**src/rtl/lpc_host_pkg.sv**
```systemverilog
package lpc_host_pkg;

   localparam int ADDR_W = 32;
   localparam int DATA_W = 32;
   localparam int NIB_W  = 4;

   typedef enum logic [1:0] {
      K_IO  = 2'd0,
      K_MEM = 2'd1,
      K_FW  = 2'd2,
      K_DMA = 2'd3
   } kind_e;

   typedef enum logic [3:0] {
      S_IDLE, S_START, S_CTYPE, S_ADDR, S_CHAN, S_SIZE, S_HDATA,
      S_HTAR1, S_HTAR2, S_SYNC, S_PDATA, S_PTAR1, S_PTAR2, S_ABORT, S_DONE
   } state_e;

   localparam logic [3:0] ST_STD      = 4'h0;
   localparam logic [3:0] ST_FW_RD    = 4'hD;
   localparam logic [3:0] ST_FW_WR    = 4'hE;
   localparam logic [3:0] SY_READY    = 4'h0;
   localparam logic [3:0] SY_FAULT    = 4'hA;
   localparam logic [3:0] NIB_ONES    = 4'hF;

   // index of the last data nibble of a transfer
   function automatic logic [3:0] last_nibble(kind_e k, logic [1:0] sz);
      if (k == K_IO || k == K_MEM) return 4'd1;
      case (sz)
         2'd0:    return 4'd1;
         2'd1:    return 4'd3;
         default: return 4'd7;
      endcase
   endfunction

   // size nibble: DMA and firmware differ only in the four-byte code
   function automatic logic [3:0] size_nibble(kind_e k, logic [1:0] sz);
      case (sz)
         2'd0:    return 4'h0;
         2'd1:    return 4'h1;
         default: return (k == K_DMA) ? 4'h3 : 4'h2;
      endcase
   endfunction

endpackage

```
**src/rtl/lpc_sync_decode.sv**
```systemverilog
module lpc_sync_decode
   import lpc_host_pkg::*;
(
   input  logic [NIB_W-1:0] nib,
   output logic             is_ready,
   output logic             is_fault
);
   // every other code, named wait codes included, means keep waiting
   always_comb begin
      is_ready = (nib == SY_READY);
      is_fault = (nib == SY_FAULT);
   end
endmodule

```
**src/rtl/lpc_sync_timer.sv**
```systemverilog
module lpc_sync_timer #(
   parameter int LIMIT = 64
) (
   input  logic clk,
   input  logic rst_n,
   input  logic run,
   output logic expire
);
   localparam int CW = (LIMIT < 2) ? 1 : $clog2(LIMIT + 1);

   generate
      if (LIMIT < 1) begin : g_bad_limit
         $error("lpc_sync_timer: LIMIT must be at least 1");
      end
   endgenerate

   logic [CW-1:0] cnt;

   always_ff @(posedge clk or negedge rst_n) begin
      if (!rst_n)       cnt <= '0;
      else if (!run)    cnt <= '0;
      else if (!expire) cnt <= cnt + 1'b1;
   end

   assign expire = run && (cnt == CW'(LIMIT - 1));

   // the count never passes the window
   p_window_bound_r10: assert property (@(posedge clk) disable iff (!rst_n)
      run |-> (int'(cnt) < LIMIT));

endmodule

```
**src/rtl/lpc_host_fsm.sv**
```systemverilog
module lpc_host_fsm
   import lpc_host_pkg::*;
#(
   parameter int ABORT_CLKS = 4
) (
   input  logic              clk,
   input  logic              rst_n,
   input  logic              req_valid,
   input  logic [1:0]        req_kind,
   input  logic              req_write,
   input  logic [ADDR_W-1:0] req_addr,
   input  logic [1:0]        req_size,
   input  logic [DATA_W-1:0] req_wdata,
   input  logic              req_dma_tc,
   input  logic [2:0]        req_dma_chan,
   input  logic [NIB_W-1:0]  lad_in,
   input  logic              sync_ready,
   input  logic              sync_fault,
   input  logic              tmo_expire,
   output logic              in_sync,
   output logic              req_ack,
   output logic [DATA_W-1:0] rsp_rdata,
   output logic              rsp_err,
   output logic              rsp_timeout,
   output logic              frame_n,
   output logic [NIB_W-1:0]  lad_out,
   output logic              lad_oe
);
   localparam int AB_W = $clog2(ABORT_CLKS + 1);

   state_e            state;
   kind_e             kind;
   logic              wr;
   logic [ADDR_W-1:0] addr;
   logic [DATA_W-1:0] wdata;
   logic [DATA_W-1:0] rdata;
   logic              tc;
   logic [2:0]        chan;
   logic [1:0]        szc;
   logic [3:0]        last;
   logic [2:0]        aidx;
   logic [3:0]        didx;
   logic [AB_W-1:0]   ab_cnt;
   logic              err_f;
   logic              tmo_f;

   wire is_dma = (kind == K_DMA);

   always_ff @(posedge clk or negedge rst_n) begin
      if (!rst_n) begin
         state  <= S_IDLE;
         kind   <= K_IO;
         wr     <= 1'b0;
         addr   <= '0;
         wdata  <= '0;
         rdata  <= '0;
         tc     <= 1'b0;
         chan   <= '0;
         szc    <= '0;
         last   <= '0;
         aidx   <= '0;
         didx   <= '0;
         ab_cnt <= '0;
         err_f  <= 1'b0;
         tmo_f  <= 1'b0;
      end else begin
         case (state)
            S_IDLE: if (req_valid) begin
               kind   <= kind_e'(req_kind);
               wr     <= req_write;
               addr   <= req_addr;
               wdata  <= req_wdata;
               tc     <= req_dma_tc;
               chan   <= req_dma_chan;
               szc    <= req_size;
               last   <= last_nibble(kind_e'(req_kind), req_size);
               aidx   <= (kind_e'(req_kind) == K_IO) ? 3'd3 : 3'd7;
               didx   <= '0;
               rdata  <= '0;
               err_f  <= 1'b0;
               tmo_f  <= 1'b0;
               state  <= S_START;
            end
            S_START: state <= (kind == K_FW) ? S_ADDR : S_CTYPE;
            S_CTYPE: state <= is_dma ? S_CHAN : S_ADDR;
            S_ADDR: begin
               if (aidx == 3'd0) begin
                  if (kind == K_FW) state <= S_SIZE;
                  else              state <= wr ? S_HDATA : S_HTAR1;
               end else begin
                  aidx <= aidx - 3'd1;
               end
            end
            S_CHAN: state <= S_SIZE;
            S_SIZE: state <= wr ? S_HDATA : S_HTAR1;
            S_HDATA: begin
               didx <= didx + 4'd1;
               if (is_dma ? didx[0] : (didx == last)) state <= S_HTAR1;
            end
            S_HTAR1: state <= S_HTAR2;
            S_HTAR2: state <= S_SYNC;
            S_SYNC: begin
               if (sync_ready) begin
                  state <= wr ? S_PTAR1 : S_PDATA;
               end else if (sync_fault) begin
                  err_f <= 1'b1;
                  state <= S_PTAR1;
               end else if (tmo_expire) begin
                  tmo_f  <= 1'b1;
                  ab_cnt <= '0;
                  state  <= S_ABORT;
               end
            end
            S_PDATA: begin
               rdata[{didx[2:0], 2'b00} +: NIB_W] <= lad_in;
               didx <= didx + 4'd1;
               if (didx == last)             state <= S_PTAR1;
               else if (is_dma && didx[0])   state <= S_SYNC;
            end
            S_PTAR1: state <= S_PTAR2;
            S_PTAR2: begin
               if (!err_f && is_dma && wr && (didx != 4'(last + 4'd1)))
                  state <= S_HDATA;
               else
                  state <= S_DONE;
            end
            S_ABORT: begin
               if (ab_cnt == AB_W'(ABORT_CLKS - 1)) state <= S_DONE;
               else                                 ab_cnt <= ab_cnt + 1'b1;
            end
            S_DONE:  state <= S_IDLE;
            default: state <= S_IDLE;
         endcase
      end
   end

   // bus outputs are a pure decode of the current state
   always_comb begin
      frame_n = 1'b1;
      lad_oe  = 1'b0;
      lad_out = NIB_ONES;
      case (state)
         S_START: begin
            frame_n = 1'b0;
            lad_oe  = 1'b1;
            if (kind == K_FW) lad_out = wr ? ST_FW_WR : ST_FW_RD;
            else              lad_out = ST_STD;
         end
         S_CTYPE: begin
            lad_oe  = 1'b1;
            lad_out = {is_dma, kind == K_MEM, is_dma ? ~wr : wr, 1'b0};
         end
         S_ADDR: begin
            lad_oe  = 1'b1;
            lad_out = addr[{aidx, 2'b00} +: NIB_W];
         end
         S_CHAN: begin
            lad_oe  = 1'b1;
            lad_out = {tc, chan};
         end
         S_SIZE: begin
            lad_oe  = 1'b1;
            lad_out = size_nibble(kind, szc);
         end
         S_HDATA: begin
            lad_oe  = 1'b1;
            lad_out = wdata[{didx[2:0], 2'b00} +: NIB_W];
         end
         S_HTAR1: lad_oe = 1'b1;
         S_ABORT: begin
            frame_n = 1'b0;
            lad_oe  = 1'b1;
         end
         default: ;
      endcase
   end

   assign in_sync     = (state == S_SYNC);
   assign req_ack     = (state == S_DONE);
   assign rsp_rdata   = rdata;
   assign rsp_err     = err_f;
   assign rsp_timeout = tmo_f;

   // the host owns LAD whenever the frame strobe is low
   p_frame_owns_bus_r2: assert property (@(posedge clk) disable iff (!rst_n)
      !frame_n |-> lad_oe);

   // a falling frame strobe carries a start or an abort nibble
   p_start_nibble_r2: assert property (@(posedge clk) disable iff (!rst_n)
      $fell(frame_n) |-> (lad_out == ST_STD || lad_out == ST_FW_RD ||
                          lad_out == ST_FW_WR || lad_out == NIB_ONES));

   // the host only lets go of LAD after a clock of all ones
   p_release_ones_r7: assert property (@(posedge clk) disable iff (!rst_n)
      $fell(lad_oe) |-> ($past(lad_out) == NIB_ONES));

   // a wait code inside the window keeps the host sampling
   p_wait_holds_r8: assert property (@(posedge clk) disable iff (!rst_n)
      (in_sync && !sync_ready && !sync_fault && !tmo_expire) |=> in_sync);

   // an error sync raises the fault flag
   p_fault_flag_r9: assert property (@(posedge clk) disable iff (!rst_n)
      (in_sync && sync_fault) |=> rsp_err);

   // the acknowledge is a single-clock pulse
   p_ack_pulse_r12: assert property (@(posedge clk) disable iff (!rst_n)
      req_ack |=> !req_ack);

endmodule

```
**src/rtl/lpc_host_cycle_gen.sv**
```systemverilog
module lpc_host_cycle_gen
   import lpc_host_pkg::*;
#(
   parameter int TMO_CLKS   = 64,
   parameter int ABORT_CLKS = 4
) (
   input  logic        clk,
   input  logic        rst_n,
   input  logic        req_valid,
   input  logic [1:0]  req_kind,
   input  logic        req_write,
   input  logic [31:0] req_addr,
   input  logic [1:0]  req_size,
   input  logic [31:0] req_wdata,
   input  logic        req_dma_tc,
   input  logic [2:0]  req_dma_chan,
   output logic        req_ack,
   output logic [31:0] rsp_rdata,
   output logic        rsp_err,
   output logic        rsp_timeout,
   output logic        frame_n,
   output logic [3:0]  lad_out,
   output logic        lad_oe,
   input  logic [3:0]  lad_in
);
   generate
      if (ABORT_CLKS < 1 || ABORT_CLKS > 15) begin : g_bad_abort
         $error("lpc_host_cycle_gen: ABORT_CLKS out of range");
      end
   endgenerate

   logic sync_ready;
   logic sync_fault;
   logic tmo_expire;
   logic in_sync;

   lpc_sync_decode u_dec (
      .nib      (lad_in),
      .is_ready (sync_ready),
      .is_fault (sync_fault)
   );

   lpc_sync_timer #(.LIMIT(TMO_CLKS)) u_tmr (
      .clk    (clk),
      .rst_n  (rst_n),
      .run    (in_sync),
      .expire (tmo_expire)
   );

   lpc_host_fsm #(.ABORT_CLKS(ABORT_CLKS)) u_fsm (
      .clk          (clk),
      .rst_n        (rst_n),
      .req_valid    (req_valid),
      .req_kind     (req_kind),
      .req_write    (req_write),
      .req_addr     (req_addr),
      .req_size     (req_size),
      .req_wdata    (req_wdata),
      .req_dma_tc   (req_dma_tc),
      .req_dma_chan (req_dma_chan),
      .lad_in       (lad_in),
      .sync_ready   (sync_ready),
      .sync_fault   (sync_fault),
      .tmo_expire   (tmo_expire),
      .in_sync      (in_sync),
      .req_ack      (req_ack),
      .rsp_rdata    (rsp_rdata),
      .rsp_err      (rsp_err),
      .rsp_timeout  (rsp_timeout),
      .frame_n      (frame_n),
      .lad_out      (lad_out),
      .lad_oe       (lad_oe)
   );

   // a timeout acknowledge comes straight after an abort clock
   p_abort_before_ack_r10: assert property (@(posedge clk) disable iff (!rst_n)
      (req_ack && rsp_timeout) |-> $past(!frame_n));

endmodule

```
**config.mk**
```make
export PLATFORM = sky130hd
export DESIGN_NAME = lpc_host_cycle_gen
export DESIGN_NICKNAME = d
export VERILOG_FILES = /design/src/rtl/lpc_host_pkg.sv /design/src/rtl/lpc_sync_decode.sv /design/src/rtl/lpc_sync_timer.sv /design/src/rtl/lpc_host_fsm.sv /design/src/rtl/lpc_host_cycle_gen.sv
export SDC_FILE = /design/constraint.sdc
export NUM_CORES = 1
export LEC_CHECK = 0
export ABC_AREA = 1
export BUFFER_PORTS_ARGS = -buffer_cell sky130_fd_sc_hd__buf_2
export CAP_MARGIN = 25
export CORE_MARGIN = 2
export CORE_UTILIZATION = 50
export CTS_CLUSTER_DIAMETER = 40
export DETAILED_ROUTE_END_ITERATION = 8
export PLACE_DENSITY = 0.84
export SLEW_MARGIN = 20
export SYNTH_ARGS = -nofsm -noshare
export SYNTH_HDL_FRONTEND = slang
export SYNTH_HIERARCHICAL = 1
export SYNTH_SLANG_ARGS = --single-unit
```
**constraint.sdc**
```tcl
create_clock -name clk -period 2.4 [get_ports clk]
set_input_delay 0 -clock clk [delete_from_list [all_inputs] [get_ports clk]]
set_output_delay 0 -clock clk [all_outputs]
set_load 0.005 [all_outputs]
```
# [Word-level counts from Yosys, hierarchy flattened]
# Cells that the tools add are included.
[word_totals] elab_cells=149 in_bits=80 output_inout_bits=41 reg_bits=132
[op_classes] bitwise=1 reduce_logical=29 n_shift=4 eq_ne=38 n_addsub=6 muxes=55
[op_table] operator="32-bit one-hot mux with 2 select lines" n=1
[op_table] operator="32-bit by 6-bit variable part select with 4-bit output" n=2
[op_table] operator="4-bit 2-to-1 mux" n=15
[op_table] operator="4-bit one-hot mux with 14 select lines" n=1
[op_table] operator="32-bit bitwise mux" n=1
[op_table] operator="4-bit equality test, second input constant" n=8
[op_table] operator="32-bit 2-to-1 mux" n=1
[op_table] operator="4-bit by 7-bit variable shift with 32-bit output, first input constant" n=1
[op_table] operator="4-bit by 7-bit variable part select with 32-bit output" n=1
[op_table] operator="3-bit 2-to-1 mux" n=8
[op_table] operator="4-bit one-hot mux with 6 select lines" n=1
[op_table] operator="3-bit one-hot mux with 2 select lines" n=3
[op_table] operator="1-bit 2-to-1 mux" n=17
[op_table] operator="4-bit by 3-bit equality test with 1-bit output, second input constant" n=4
[op_table] operator="2-bit != test, second input constant" n=8
[op_table] operator="4-bit one-hot mux with 2 select lines" n=2
[op_table] operator="7-bit 2-to-1 mux" n=2
[op_table] operator="5-bit AND reduction" n=2
[op_table] operator="2-bit nonzero test" n=5
[op_table] operator="4-bit by 1-bit adder with 4-bit output, second input constant" n=2
[op_table] operator="2-bit by 1-bit equality test with 1-bit output, second input constant" n=4
[op_table] operator="4-bit by 2-bit equality test with 1-bit output, second input constant" n=2
[op_table] operator="4-bit zero test" n=2
[op_table] operator="8-bit OR reduction" n=1
[op_table] operator="26 further kinds" n=39

# [Logic depth before layout (Yosys ltp)]
[logic_depth] depth_word=6 mapped_depth=12 depth_no_buf=11

# [By module]
# Netlist, hierarchy kept.
[modules_own_cells] module="lpc_host_fsm" cells_per_inst=817 area_per_inst_um2=6272.3 n_inst=1 seq_area_each_um2=3103.0
[modules_own_cells] module="lpc_sync_timer" cells_per_inst=48 area_per_inst_um2=397.9 n_inst=1 seq_area_each_um2=175.2
[modules_own_cells] module="lpc_sync_decode" cells_per_inst=9 area_per_inst_um2=33.8 n_inst=1 seq_area_each_um2=0.0

# [Worst setup path before layout]
# OpenSTA, ideal clock, no wires.
[synth_timing] path_type="flip-flop to flip-flop" from="reg u_fsm.didx[0]" to="reg u_fsm.rdata[0] (netlist: u_fsm/rsp_rdata[0])" n_path_buf=3 required_time_ps=2279 arrival_ps=2080 path_stages_with_launch=12 period_less_slack_ps=2202 setup_time_ps=121 setup_slack_ps=198 path_cell_list="dfrtp_1 buf_2 inv_1 buf_1 ha_1 ha_1 clkbuf_1 inv_1 nor3_1 nand2_2 nand3_1 o21ai_1"
[synth_via] elab_chain_len=4 word_cells_on_any_way=5 classes_between="add/sub: 1; shift: 2; mux: 2"
[synth_lines] item="start, declared" line_no="lpc_host_fsm.sv:42" rtl="logic [3:0] didx;"
[synth_lines] item="start signal, assigned" line_no="lpc_host_fsm.sv:97" rtl="didx <= didx + 4'd1;"
[synth_lines] item="start signal, assigned" line_no="lpc_host_fsm.sv:116" rtl="didx <= didx + 4'd1;"
[synth_lines] item="5-bit negation with 7-bit output *" line_no="lpc_host_fsm.sv:115" rtl="rdata[{didx[2:0], 2'b00} +: NIB_W] <= lad_in;"
[synth_lines] item="4-bit by 7-bit variable part select with 32-bit output or 4-bit by 7-bit variable shift with 32-bit output (tied branches)" line_no="lpc_host_fsm.sv:115"
[synth_lines] item="32-bit bitwise mux *" line_no="lpc_host_fsm.sv:115"
[synth_lines] item="32-bit one-hot mux with 2 select lines *" line_no="lpc_host_fsm.sv:67" rtl="case (state)"
[synth_lines] item="end signal, assigned by index" line_no="lpc_host_fsm.sv:115"
[synth_lines] item="end, declared" line_no="lpc_host_fsm.sv:36" rtl="logic [DATA_W-1:0] rdata;"
# Mark *: on every way between the ends. The rest lies on a longest branch, timed or not.
# A chain may end at the register's enable or synchronous reset.

# [Worst setup path in the final report]
[layout_timing] from="reg u_fsm.state[2]" to="out lad_out[3]"
[layout_via] elab_chain_len=2 word_cells_on_any_way=7 classes_between="eq/ne: 6; mux: 1"
[layout_lines] item="start, declared" line_no="lpc_host_fsm.sv:31" rtl="state_e state;"
[layout_lines] item="start signal, assigned" line_no="lpc_host_fsm.sv:84" rtl="S_START: state <= (kind == K_FW) ? S_ADDR : S_CTYPE;"
[layout_lines] item="start signal, assigned" line_no="lpc_host_fsm.sv:85" rtl="S_CTYPE: state <= is_dma ? S_CHAN : S_ADDR;"
[layout_lines] item="start signal, assigned" line_no="lpc_host_fsm.sv:89" rtl="else state <= wr ? S_HDATA : S_HTAR1;"
[layout_lines] item="4-bit by 3-bit equality test with 1-bit output (tied with other cells)" line_no="lpc_host_fsm.sv:142" rtl="case (state)"
[layout_lines] item="4-bit one-hot mux with 6 select lines *" line_no="lpc_host_fsm.sv:142"
[layout_lines] item="end, declared" line_no="lpc_host_cycle_gen.sv:22" rtl="output logic [3:0] lad_out,"
# Marked as above.

==> results.yml <==
synthesis:
  syn_nets: 966
  synth.area.mux_share_pct: 0.1493
  async_flop_share_pct: 100.0
  netlist_instances: 874
  synth-simple-area-share_pct: 30.87
  synth_xor_area_share_pct: 0.7839
  synth_edf_count: 0
  syn-cell-area_um2: 6704
  synth.avg_cell_area_um2: 7.670
  synth-seq-area-share_pct: 48.90
  synth_fa_ha_area_share_pct: 2.240
  ys_types: 36
  synth_ff_type: "dfrtp_1"
  synth_compound_area_share_pct: 9.742
  ys_ff_latch: 131
  yosys_warnings: 6
  synth_top_family_by_area: "simple AND/OR/NAND/NOR gates"
global_routing:
  grt.total_usage_pct: 28.59
  grt_busiest_layer: "met2"
  grt_antenna_before_repair: 2
  gr-usage-met1_pct: 35.26
  use_met3_pct: 6.036
  met2_usage_pct: 48.86
  overflow: 0
  grt_max_degree: 59
  grt_pass1_vias: 6733
  grt_pass1_wl_mm: 32.27
run_status:
  status: "finished, final reports clean"
floorplan:
  fp.dieH_um: 119.8
  fp.dieW_um: 119.8
  rows: 42
  initial_core_util_pct: 50.83
  die_area_um2: 14350
  boundaryPins: 121
  coreArea_um2: 13190
power:
  vdd_ir_drop_max_mv: 0.7476
  finalPower_w: 0.009698
  power_density_nw_per_um2: 1099
  p_leak_nw: 4.552
clocking:
  clk_pin_slew_worst_paths_ns: 0.05
  clock-sinks: 131
  numCtsBuffers: 17
  h-tree-depth: 4
  cts.path.max_buffers: 2
  cts_tree: "built"
  clockRootBuffer: "clkbuf_16"
  clock_latency_ns: 0.42
sta:
  hold_slack_ns: 0.08384
  timing.final.ws_setup_ns: 0.1626
  timing.final.crit_period_ns: 2.237
  maxSlewViolCount: 0
  hold_violations: 0
  timing.final.crit_share_pct: 93.23
  clock_skew_ns: 0.007800
  setup_viol: 0
  tightest_slew_ns: 1.003
  rsz0062_at_grt: "true"
  max_clock_freq_mhz: 446.9
  max_slew_margin_pct: 33.16
job:
  maxCapViolCount: 0
drt:
  vias: 6693
  drc_errors: 0
  drt-pass1-iter-count: 5
  postRouteWirelength_mm: 19.45
  drt_iter0_markers: 524
  antenna_left: 0
  wl_per_cell_um: 15.44
  viasPerCell: 5.312
worst_setup_path:
  critPathMaxStageDelay_ns: 0.49
  path_cells: "inv_2, nor2_2, nand2_1, o21ai_1, nand2_1, nor3b_1, nand3_1, buf_2"
  crit_top_cell: "nand2_1"
  crit_slowest_cell: "dfrtp_1"
  critPathArrivalTime_ns: 2.24
  cp-end-kind: "output pin"
  critPathLaunchType: "flip-flop"
  crit_required_ns: 2.40
  critical_path_class: "flip-flop to output pin"
  critPathMaxFanout: 6
layout:
  multi_input_area_um2: 2940
  fillers: 1063
  nNetsFinal: 1162
  regArea_um2: 3278
  final_cell_mix: "310 x nand2_1, 131 x dfrtp_1, 119 x buf_2"
  layout-drive-gt1-share_pct: 17.38
  areaGrowthSynthToFinish_pct: 31.58
  layout_commonest_cell: "nand2_1"
placement:
  place_ws_ns: 0.2615
  port_buffers: 120
  place.gp.congestion: 0.9091
  dpl.hpwl_mm: 11.82
hold_path:
  hold_path.class: "primary input to flip-flop"
==> synthesized netlist by cell type (2+ instances only) <==
| master | n | area, um^2 |
|---|---|---|
| nand2_1 | 310 | 1164 |
| dfrtp_1 | 131 | 3278 |
| nor2_1 | 83 | 311.6 |
| inv_1 | 75 | 281.5 |
| nand3_1 | 65 | 325.3 |
| o21ai_0 | 47 | 235.2 |
| o22ai_1 | 29 | 181.4 |
| buf_2 | 14 | 70.07 |
| o211ai_1 | 13 | 97.59 |
| ha_1 | 12 | 150.1 |
| o21ai_1 | 12 | 60.06 |
| nor3_1 | 10 | 50.05 |
| buf_4 | 9 | 67.56 |
| clkbuf_1 | 9 | 33.78 |
| nor2_2 | 8 | 50.05 |
| a21oi_1 | 6 | 30.03 |
| inv_2 | 6 | 22.52 |
| a31oi_1 | 4 | 25.02 |
| nand2_2 | 4 | 25.02 |
| xor2_1 | 4 | 35.03 |
| nand3b_1 | 3 | 22.52 |
| nand4_1 | 3 | 18.77 |
| nor2_4 | 3 | 33.78 |
| xnor2_1 | 2 | 17.52 |
==> what timing repair did <==
item                                    in CTS  in global routing
hold endpoints to repair                   126                  0
setup buffers                                0                  0
endpoints found under the setup margin       0                  3
hold buffers                                78                  0
gates resized for setup                      0                  2
==> area by class of cell <==
| class | count | area share [%] |
|---|---|---|
| Clock inverter | 7 | 0.8369 |
| Inverter | 81 | 3.447 |
| Antenna cell | 2 | 0.05674 |
| Multi-Input combinational cell | 628 | 33.33 |
| Clock buffer | 24 | 5.688 |
| Tap cell | 176 | 2.496 |
| Sequential cell | 131 | 37.16 |
| Timing Repair Buffer | 211 | 16.98 |
==> where the power goes <==
group | total, W | internal [W] | leakage (nW) | switching (W)
clock network | 0.00249 | 0.00155 | 0.271 | 0.000939
registers | 0.00347 | 0.00295 | 1.69 | 0.000514
logic | 0.00374 | 0.00133 | 2.59 | 0.00241
==> critical path: cells and delay by family (launching register included) <==
| family | cells | cell delay [ns] |
|---|---|---|
| buffers and inverters | 2 | 0.27 |
| AO/OA/AOI/OAI | 1 | 0.20 |
| AND/OR/NAND/NOR | 5 | 0.86 |
| flip-flops | 1 | 0.49 |
==> registers in the layout (all words and copies together), names as in the netlist, 2 cells and up <==
| name | count |
|---|---|
| u_fsm/state | 4 |
| u_fsm/kind | 2 |
| u_fsm/last | 3 |
| u_fsm/rsp_rdata | 32 |
| u_fsm/szc | 2 |
| u_fsm/didx | 4 |
| u_fsm/aidx | 3 |
| u_tmr/cnt | 7 |
| u_fsm/chan | 3 |
| u_fsm/ab_cnt | 3 |
| u_fsm/wdata | 32 |
| u_fsm/addr | 32 |
==> metal layers <==
layer | share of wire [%] | wire, um | up-vias
met5 | 0 | 0 | -
met1 | 40 | 7873 | 3135
li1 | - | - | 3202
met4 | 3.0 | 584 | 0
met2 | 50 | 9726 | 311
met3 | 6.5 | 1267 | 45
==> cells by family (layout without fill, tap and decap cells) <==
| kind of cell | after synthesis | count (layout) |
|---|---|---|
| and+or+nand+nor | 495 | 495 |
| adders and majority gates | 12 | 12 |
| other | 0 | 2 |
| buffers and inverters | 115 | 323 |
| muxes | 1 | 1 |
| xor gates and xnor gates | 6 | 6 |
| DFF | 131 | 131 |
| AOI/OAI and AO/OA | 114 | 114 |
==> stage by stage <==
stage	utilization, %	instance area, um^2	cells	TNS, ns
global route	66.88	8821	1260	-0.01862
floorplan	-	6704	874	0
global placement	56.53	7456	1149	0
detailed placement	56.53	7456	1149	0
finish	66.88	8821	1260	0
CTS	66.81	8812	1258	0
==> final timing paths <==
check                                            to  depth (start not counted)      startpoint  slack, ns
worst max-delay path                     lad_out[3]                          8  u_fsm/state[2]       0.16
worst min-delay path              u_fsm/rsp_timeout                          5       req_valid       0.08
worst min register to register       u_fsm/addr[20]                          2  u_fsm/addr[20]       0.47
worst max register to register  u_fsm/rsp_rdata[15]                          6  u_fsm/state[1]       0.18
min in group asynchronous       u_fsm/rsp_rdata[28]                          2           rst_n       0.14
max in group asynchronous            u_fsm/addr[27]                          3           rst_n       1.48
Power figures use the tool's default switching activity.
